===== config.mk =====
export PLATFORM = sky130hd
export DESIGN_NAME = skipSeqCounter
export DESIGN_NICKNAME = d
export VERILOG_FILES = /design/src/rtl/skip_seq_pkg.sv /design/src/rtl/skip_seq_ctrl.sv /design/src/rtl/skip_seq_datapath.sv /design/src/rtl/skipSeqCounter.sv
export SDC_FILE = /design/constraint.sdc
export NUM_CORES = 1
export LEC_CHECK = 0
export ABC_AREA = 1
export BUFFER_PORTS_ARGS = -buffer_cell sky130_fd_sc_hd__buf_2
export CORE_AREA = 2 2 39 41
export DETAILED_ROUTE_END_ITERATION = 6
export DIE_AREA = 0 0 41 43
export GPL_TIMING_DRIVEN = 0
export PLACE_DENSITY_LB_ADDON = 0.12
export SLEW_MARGIN = 20
export SYNTH_ARGS = -nofsm -noshare
export SYNTH_HDL_FRONTEND = slang
export SYNTH_HIERARCHICAL = 1
export SYNTH_SLANG_ARGS = --single-unit

===== constraint.sdc =====
create_clock -name clk -period 1.6 [get_ports clk]
set_input_delay 0.32 -clock clk [delete_from_list [all_inputs] [get_ports clk]]
set_output_delay 0.32 -clock clk [all_outputs]
set_load 0.03 [all_outputs]

===== src/rtl/skip_seq_pkg.sv =====
package skip_seq_pkg;

  localparam int StateBits = 3;

  typedef logic [StateBits-1:0] seqCode_t;

  // strobes passed from control to the datapath
  typedef struct packed {
    logic load;   // take the reset code
    logic step;   // apply the JK excitation
  } ctlStrobes_t;

  function automatic logic isMainCode(input seqCode_t c);
    return (c == 3'b001) || (c == 3'b010) || (c == 3'b101) || (c == 3'b111);
  endfunction

endpackage


===== src/rtl/skip_seq_ctrl.sv =====
module skip_seq_ctrl
  import skip_seq_pkg::*;
(
  input  logic        clk,
  input  logic        rst,
  input  logic        countEn,
  output ctlStrobes_t strobes
);

  always_comb begin
    strobes.load = rst;
    strobes.step = countEn && !rst;
  end

  // reset wins over enable, so the strobes never both fire
  a_r1_strobe_excl: assert property (@(posedge clk)
    !(strobes.load && strobes.step));

endmodule


===== src/rtl/skip_seq_datapath.sv =====
module skip_seq_datapath
  import skip_seq_pkg::*;
#(
  parameter seqCode_t ResetCode = 3'b001,
  parameter int       RecoverMax = 3
) (
  input  logic        clk,
  input  logic        rst,
  input  ctlStrobes_t strobes,
  output seqCode_t    stateQ
);

  localparam int RecW = $clog2(RecoverMax + 2);

  seqCode_t jIn, kIn, stateD;

  // excitation: J0=1, K0=~Q2, J1=K1=1, J2=K2=Q1
  always_comb begin
    jIn[0] = 1'b1;
    kIn[0] = ~stateQ[2];
    jIn[1] = 1'b1;
    kIn[1] = 1'b1;
    jIn[2] = stateQ[1];
    kIn[2] = stateQ[1];
  end

  for (genvar b = 0; b < StateBits; b++) begin : g_jk
    always_comb begin
      if (strobes.load)
        stateD[b] = ResetCode[b];
      else if (strobes.step)
        stateD[b] = (jIn[b] & ~stateQ[b]) | (~kIn[b] & stateQ[b]);
      else
        stateD[b] = stateQ[b];
    end

    always_ff @(posedge clk) begin
      stateQ[b] <= stateD[b];
    end
  end

  // enabled edges spent outside the cycle, used by the recovery check
  logic [RecW-1:0] offRun;
  always_ff @(posedge clk) begin
    if (rst)
      offRun <= '0;
    else if (isMainCode(stateQ))
      offRun <= '0;
    else if (strobes.step && offRun != RecW'(RecoverMax + 1))
      offRun <= offRun + 1'b1;
  end

  a_r1_reset_load: assert property (@(posedge clk)
    rst |=> stateQ == ResetCode);

  a_r3_hold: assert property (@(posedge clk) disable iff (rst)
    !strobes.step |=> $stable(stateQ));

  a_r4_cycle_closed: assert property (@(posedge clk) disable iff (rst)
    isMainCode(stateQ) |=> isMainCode(stateQ));

  a_r6_recovery_bound: assert property (@(posedge clk) disable iff (rst)
    offRun <= RecW'(RecoverMax));

endmodule


===== src/rtl/skipSeqCounter.sv =====
module skipSeqCounter
  import skip_seq_pkg::*;
#(
  parameter logic [2:0] ResetCode = 3'b001
) (
  input  logic       clk,
  input  logic       rst,
  input  logic       countEn,
  output logic [2:0] stateOut
);

  ctlStrobes_t strobes;
  seqCode_t    stateQ;

  skip_seq_ctrl u_ctrl (
    .clk     (clk),
    .rst     (rst),
    .countEn (countEn),
    .strobes (strobes)
  );

  skip_seq_datapath #(
    .ResetCode (ResetCode),
    .RecoverMax(3)
  ) u_dp (
    .clk     (clk),
    .rst     (rst),
    .strobes (strobes),
    .stateQ  (stateQ)
  );

  assign stateOut = stateQ;

endmodule


==> out/metrics.yaml, run 1 <==
cts:
  cts-root-buf: "clkbuf_4"
  clk_pin_slew_ns: 0.04
  clockBufferDepth: 2
  numCtsBuffers: 3
  numClockSinks: 3
  cts_tree: "yes"
  cts_resized: 0
  h-tree-depth: 1
  cts_setup_buffers: 0
  cts_hold_buf: 0
  clock_latency_ns: 0.24
finish:
  num_antenna_cells: 0
  syn_to_final_growth_pct: 50.9
  reg.largest.list: "u_dp/stateQ (3)"
  largest_reg_flops: 3
  final_layout_size_suffix_gt1_share_pct: 44.8
  stdcell_area_sq_um: 211
  final_cells: 45
  top_register: "u_dp/stateQ"
  nNetsFinal: 33
  nFillCells: 162
worst_hold_path:
  hold_class: "primary input to register"
critical_path:
  crit_path_start_kind: "register"
  critical_path_class: "register to primary output"
  crit_buf_inv: 1
  cp_cell_sequence: "buf_2"
  crit_slowest_cell: "dfxtp_1"
  crit_arrival_ns: 0.84
  cp_max_fo: 4
  crit_required_ns: 1.28
  crit_path_end_kind: "primary output"
  cp_slowest_stage_delay_ns: 0.38
  path_delay_family: "flip-flops"
die:
  dieArea_sq_mm: 0.00176
  core-area_sq_mm: 0.00138
  io_pins: 6
  start_util_pct: 10.1
  rows: 14
  dieHeight_um: 43
  die_w_um: 41
place:
  place_area_sq_um: 185
  io_buffer_count: 5
  hpwl_um: 219
  place.gp.congestion: 0.673
  placed_cells: 41
sta:
  finalHoldViolations: 0
  fin_setup_tns_ns: 0
  rsz0062_at_grt: "no"
  worstMarginPinSlew_ns: 0.218
  final.period_utilization_pct: 72.6
  final_max_slew_viol_count: 0
  slew_headroom_pct: 85.4
  finClkSkew_ns: 0.00543
  setup_viol_count_final: 0
  hold_slack_ns: 0.395
  fmax_mhz: 860
  min_period_ns: 1.16
detailed_routing:
  drt_iter0_drc: 2
  wl_per_cell_um: 6.56
  firstDrtPassIters: 4
  avgViaCountPerCell: 3.44
  finalWirelength_um: 295
  via_count: 155
  drtAntennaViolNets: 0
  drc: 0
power:
  powerDensity_mw_per_mm2: 1190
  cellLeakagePower_nw: 0.103
  vdd_ir_drop_max_v: 0.000314
  power_uw: 252
synth:
  synth.ff_latch_count: 3
  synth_warnings: 6
  syn_nets: 23
  ys_seq_area_share_pct: 42.9
  synthCells: 20
  synth_area_sq_um: 140
  syn_avg_cell_area_sq_um: 7.01
  synth_cell_types: 10
global_routing:
  grt_pass1_vias: 137
  grt_pass1_wl_um: 503
  grt.overflow.total: 0
  antenna_found_initial: 0
  grt_usage_pct: 5.21
  grt_max_degree: 6
job:
  cap_violations: 0
status:
  status: "finished, final reports clean"
## layer usage
metal  part of all wire (%)  track usage [%]  vias up
li1                       -                -       77
met1                     45             5.11       62
met2                     36             4.69       14
met4                    3.1             6.00        0
met3                     16             6.28        2
met5                      0                0        -
## cell usage after synthesis
library cell | instances | area share (%)
o21ai_2 | 1 | 6.3
a21oi_1 | 1 | 3.6
nor2_1 | 4 | 11
dfxtp_1 | 3 | 43
nor2_2 | 2 | 8.9
inv_1 | 2 | 5.4
buf_4 | 1 | 5.4
inv_2 | 1 | 2.7
nand3_1 | 1 | 3.6
nand2_1 | 4 | 11
## logic make-up after synthesis
logic type	share of synthesized area [%]
compound gates	9.82
buf+inv	13.4
simple gates	33.9
flops	42.9
## where the power goes
group	switching, mW	leakage [nW]	total [mW]	internal (mW)
logic	0.0201	0.0629	0.0321	0.0120
registers	0.00472	0.0247	0.0845	0.0798
clock network	0.0420	0.0150	0.136	0.0937
## cells in the final DEF (no fill, tap or decap), drive strengths merged
cell type  count
nand2          4
inv            3
clkbuf         4
dfxtp          3
buf            6
o21ai          1
nor2           6
nand3          1
a21oi          1
## layout make-up
| class | instances | area (sq um) | area share, % |
|---|---|---|---|
| multi-input combinational | 13 | 61.3 | 29.0 |
| sequential | 3 | 60.1 | 28.4 |
| timing repair buffer | 5 | 25.0 | 11.8 |
| inverter | 3 | 11.3 | 5.33 |
| tap | 16 | 20.0 | 9.47 |
| buffer | 1 | 7.51 | 3.55 |
| clock buffer | 4 | 26.3 | 12.4 |
## worst paths after layout
path / endpoint / from / slack, ns / cells past startpoint
worst max-delay path: stateOut[2] / u_dp/stateQ[2] / 0.44 / 1
worst min-delay path: u_dp/stateQ[0] / rst / 0.39 / 4
worst max register to register: u_dp/stateQ[2] / u_dp/stateQ[2] / 0.91 / 3
worst min register to register: u_dp/stateQ[0] / u_dp/stateQ[0] / 0.48 / 2
## through the flow
| step | setup WS [ns] | utilization, % |
|---|---|---|
| 6_report | 0.438 | 15.3 |
| 5_1_grt | 0.371 | 15.3 |
| 4_1_cts | 0.427 | 15.3 |
| 3_5_place_dp | 0.612 | 13.4 |
| 3_3_place_gp | 0.624 | 13.4 |
| 2_1_floorplan | 0.739 | - |
Note: power is estimated with default switching activity, not from simulation.
==> run 2, diff against run 1 <==
ABC_AREA = 0   (was 1)
clock period = 0.97 ns   (was 1.6 ns; I/O delays follow)
==> run 2 against run 1 <==
First-iteration DRC count is 50% lower. Global-route usage is 1.3 points lower. Sequential cell count stayed put. Hold slack worse by 0.11 ns. Combinational power is 98% higher. Power is 65% higher. Design area is 5.3% higher. Area after synthesis is 3.6% lower. Clock power is 54% higher. Clock skew is 0.0035 ns lower. Largest cell class unchanged.
==> out/metrics.yaml, run 2 <==
status:
  status: "finished, final reports clean"
die:
  io_pins: 6
  start_util_pct: 9.76
  rows: 14
  core-area_sq_mm: 0.00138
  dieHeight_um: 43
  die_w_um: 41
  dieArea_sq_mm: 0.00176
synth:
  synth_area_leaders: "dfxtp_1 (44%), nor2b_4 (10%), a21bo_1 (7.4%)"
  synth_compound_area_share_pct: 11.1
  synth.ff_latch_count: 3
  yosys.area_share.simple_pct: 32.4
  ys_seq_area_share_pct: 44.4
  ys.flop_type: "dfxtp_1"
  synth_top_family_by_area: "simple AND/OR/NAND/NOR gates"
  ys_async_sr_fraction_pct: 0
  synth_edf_count: 0
  synth_area_sq_um: 135
  synth_mux_area_share_pct: 0
  synth_warnings: 6
  yosysTopAreaCell: "dfxtp_1"
  yosysMostFrequentCell: "dfxtp_1"
  synth_xor_area_share_pct: 6.48
  synth_top_area_share_pct: 44.4
  synthAdderAreaFrac_pct: 0
  synth_common_cells: "dfxtp_1 (3), nor2_1 (2)"
  synthCells: 13
  syn_avg_cell_area_sq_um: 10.4
  syn_nets: 16
  synth_cell_types: 10
place:
  placed_cells: 34
  io_buffer_count: 5
  place.gp.congestion: 0.561
sta:
  worstMarginPinSlew_ns: 0.247
  min_period_ns: 0.938
  fmax_mhz: 1070
  rsz0062_at_grt: "no"
  finClkSkew_ns: 0.00189
  setup_viol_count_final: 0
  slew_headroom_pct: 83.3
  final.period_utilization_pct: 96.7
  final_max_slew_viol_count: 0
  finalHoldViolations: 0
  fin_setup_tns_ns: 0
finish:
  reg.largest.list: "u_dp/stateQ (3)"
  num_antenna_cells: 0
  syn_to_final_growth_pct: 64.8
  final_common_cell: "clkbuf_4"
  nNetsFinal: 26
  top_register: "u_dp/stateQ"
  final_layout_size_suffix_gt1_share_pct: 50.0
  final_cells: 38
  largest_reg_flops: 3
cts:
  cts_hold_buf: 0
  cts_tree: "yes"
  cts-root-buf: "clkbuf_4"
  clock_latency_ns: 0.23
  clk_pin_slew_ns: 0.03
  numClockSinks: 3
  clockBufferDepth: 2
  cts_setup_buffers: 0
  numCtsBuffers: 3
  h-tree-depth: 1
detailed_routing:
  met2_wirelength_um: 137
  avgViaCountPerCell: 2.95
  wl_per_cell_um: 7.55
  met1Wirelength_um: 115
  top_layer_used: "met3"
  firstDrtPassIters: 2
  wl_met3_um: 34
  drtAntennaViolNets: 0
  via_count: 112
  drt_iter0_drc: 1
  finalWirelength_um: 287
  drc: 0
critical_path:
  cp_slowest_stage_delay_ns: 0.37
  crit_path_end_kind: "primary output"
  crit_slowest_cell: "dfxtp_1"
  crit_required_ns: 0.78
  critical_path_class: "register to primary output"
  crit_buf_inv: 1
  path_delay_family: "flip-flops"
  crit_path_start_kind: "register"
  cp_max_fo: 4
  crit_arrival_ns: 0.74
  cp_cell_sequence: "buf_6"
power:
  powerDensity_mw_per_mm2: 1870
  seqPwrFrac_pct: 34.2
  power.internal_uw: 319
  combPwrFrac_pct: 15.3
  cellLeakagePower_nw: 0.0916
  vdd_ir_drop_max_v: 0.000478
  switching_share_pct: 23.4
  power_uw: 416
  p_clk_share_pct: 50.6
  p_switching_uw: 97.5
global_routing:
  grt_pass1_wl_um: 386
  grt_pass1_vias: 110
  grt_usage_pct: 3.91
  antenna_found_initial: 0
  grt_max_degree: 6
  grt.overflow.total: 0
job:
  cap_violations: 0
worst_hold_path:
  hold_class: "primary input to register"
run 2: timing repair:
action                     CTS  global route
setup endpoints to repair    3             1
resized for setup            5             1
pin swaps                    0             0
run 2: kinds of logic after synthesis:
group | count (synthesis)
xor+xnor | 1
flops | 3
compound gates | 2
buf+inv | 1
simple gates | 6
run 2: layout make-up:
cell class | count | area (sq um)
Sequential cell | 3 | 61.3
Multi-Input combinational cell | 9 | 67.6
Tap cell | 16 | 20.0
Fill cell | 159 | 1160
Buffer | 1 | 7.51
Clock buffer | 4 | 26.3
Timing Repair Buffer | 5 | 40.0
run 2: power by group through the flow:
stage                     Clock [mW]  Combinational, mW  Sequential [mW]
after floorplan                    0             0.0231            0.157
after global placement             0             0.0564            0.141
after detailed placement           0             0.0562            0.142
after CTS                      0.227             0.0632            0.142
after global routing           0.228             0.0668            0.143
final                          0.210             0.0635            0.142
run 2: routing by layer:
metal	up-vias	GRT usage, %
met3	0	2.09
met5	-	0
li1	62	-
met2	3	3.75
met4	0	8.00
met1	47	3.51
run 2: worst paths after layout:
path	start	slack, ns	to	depth (start not counted)
max	u_dp/stateQ[2]	0.03	stateOut[2]	1
min	rst	0.28	u_dp/stateQ[1]	3
max reg2reg	u_dp/stateQ[0]	0.15	u_dp/stateQ[0]	2
min reg2reg	u_dp/stateQ[0]	0.52	u_dp/stateQ[0]	2
run 2: metrics by stage:
stage | hold WS, ns | cell area [sq um] | setup slack, ns | util (%)
2_1_floorplan | 0.371 | 135 | 0.00699 | -
3_3_place_gp | 0.498 | 180 | 0.0731 | 13.0
3_5_place_dp | 0.523 | 180 | 0.0610 | 13.0
4_1_cts | 0.278 | 219 | 0.00664 | 15.8
5_1_grt | 0.291 | 223 | 0.00836 | 16.1
6_report | 0.284 | 223 | 0.0324 | 16.1
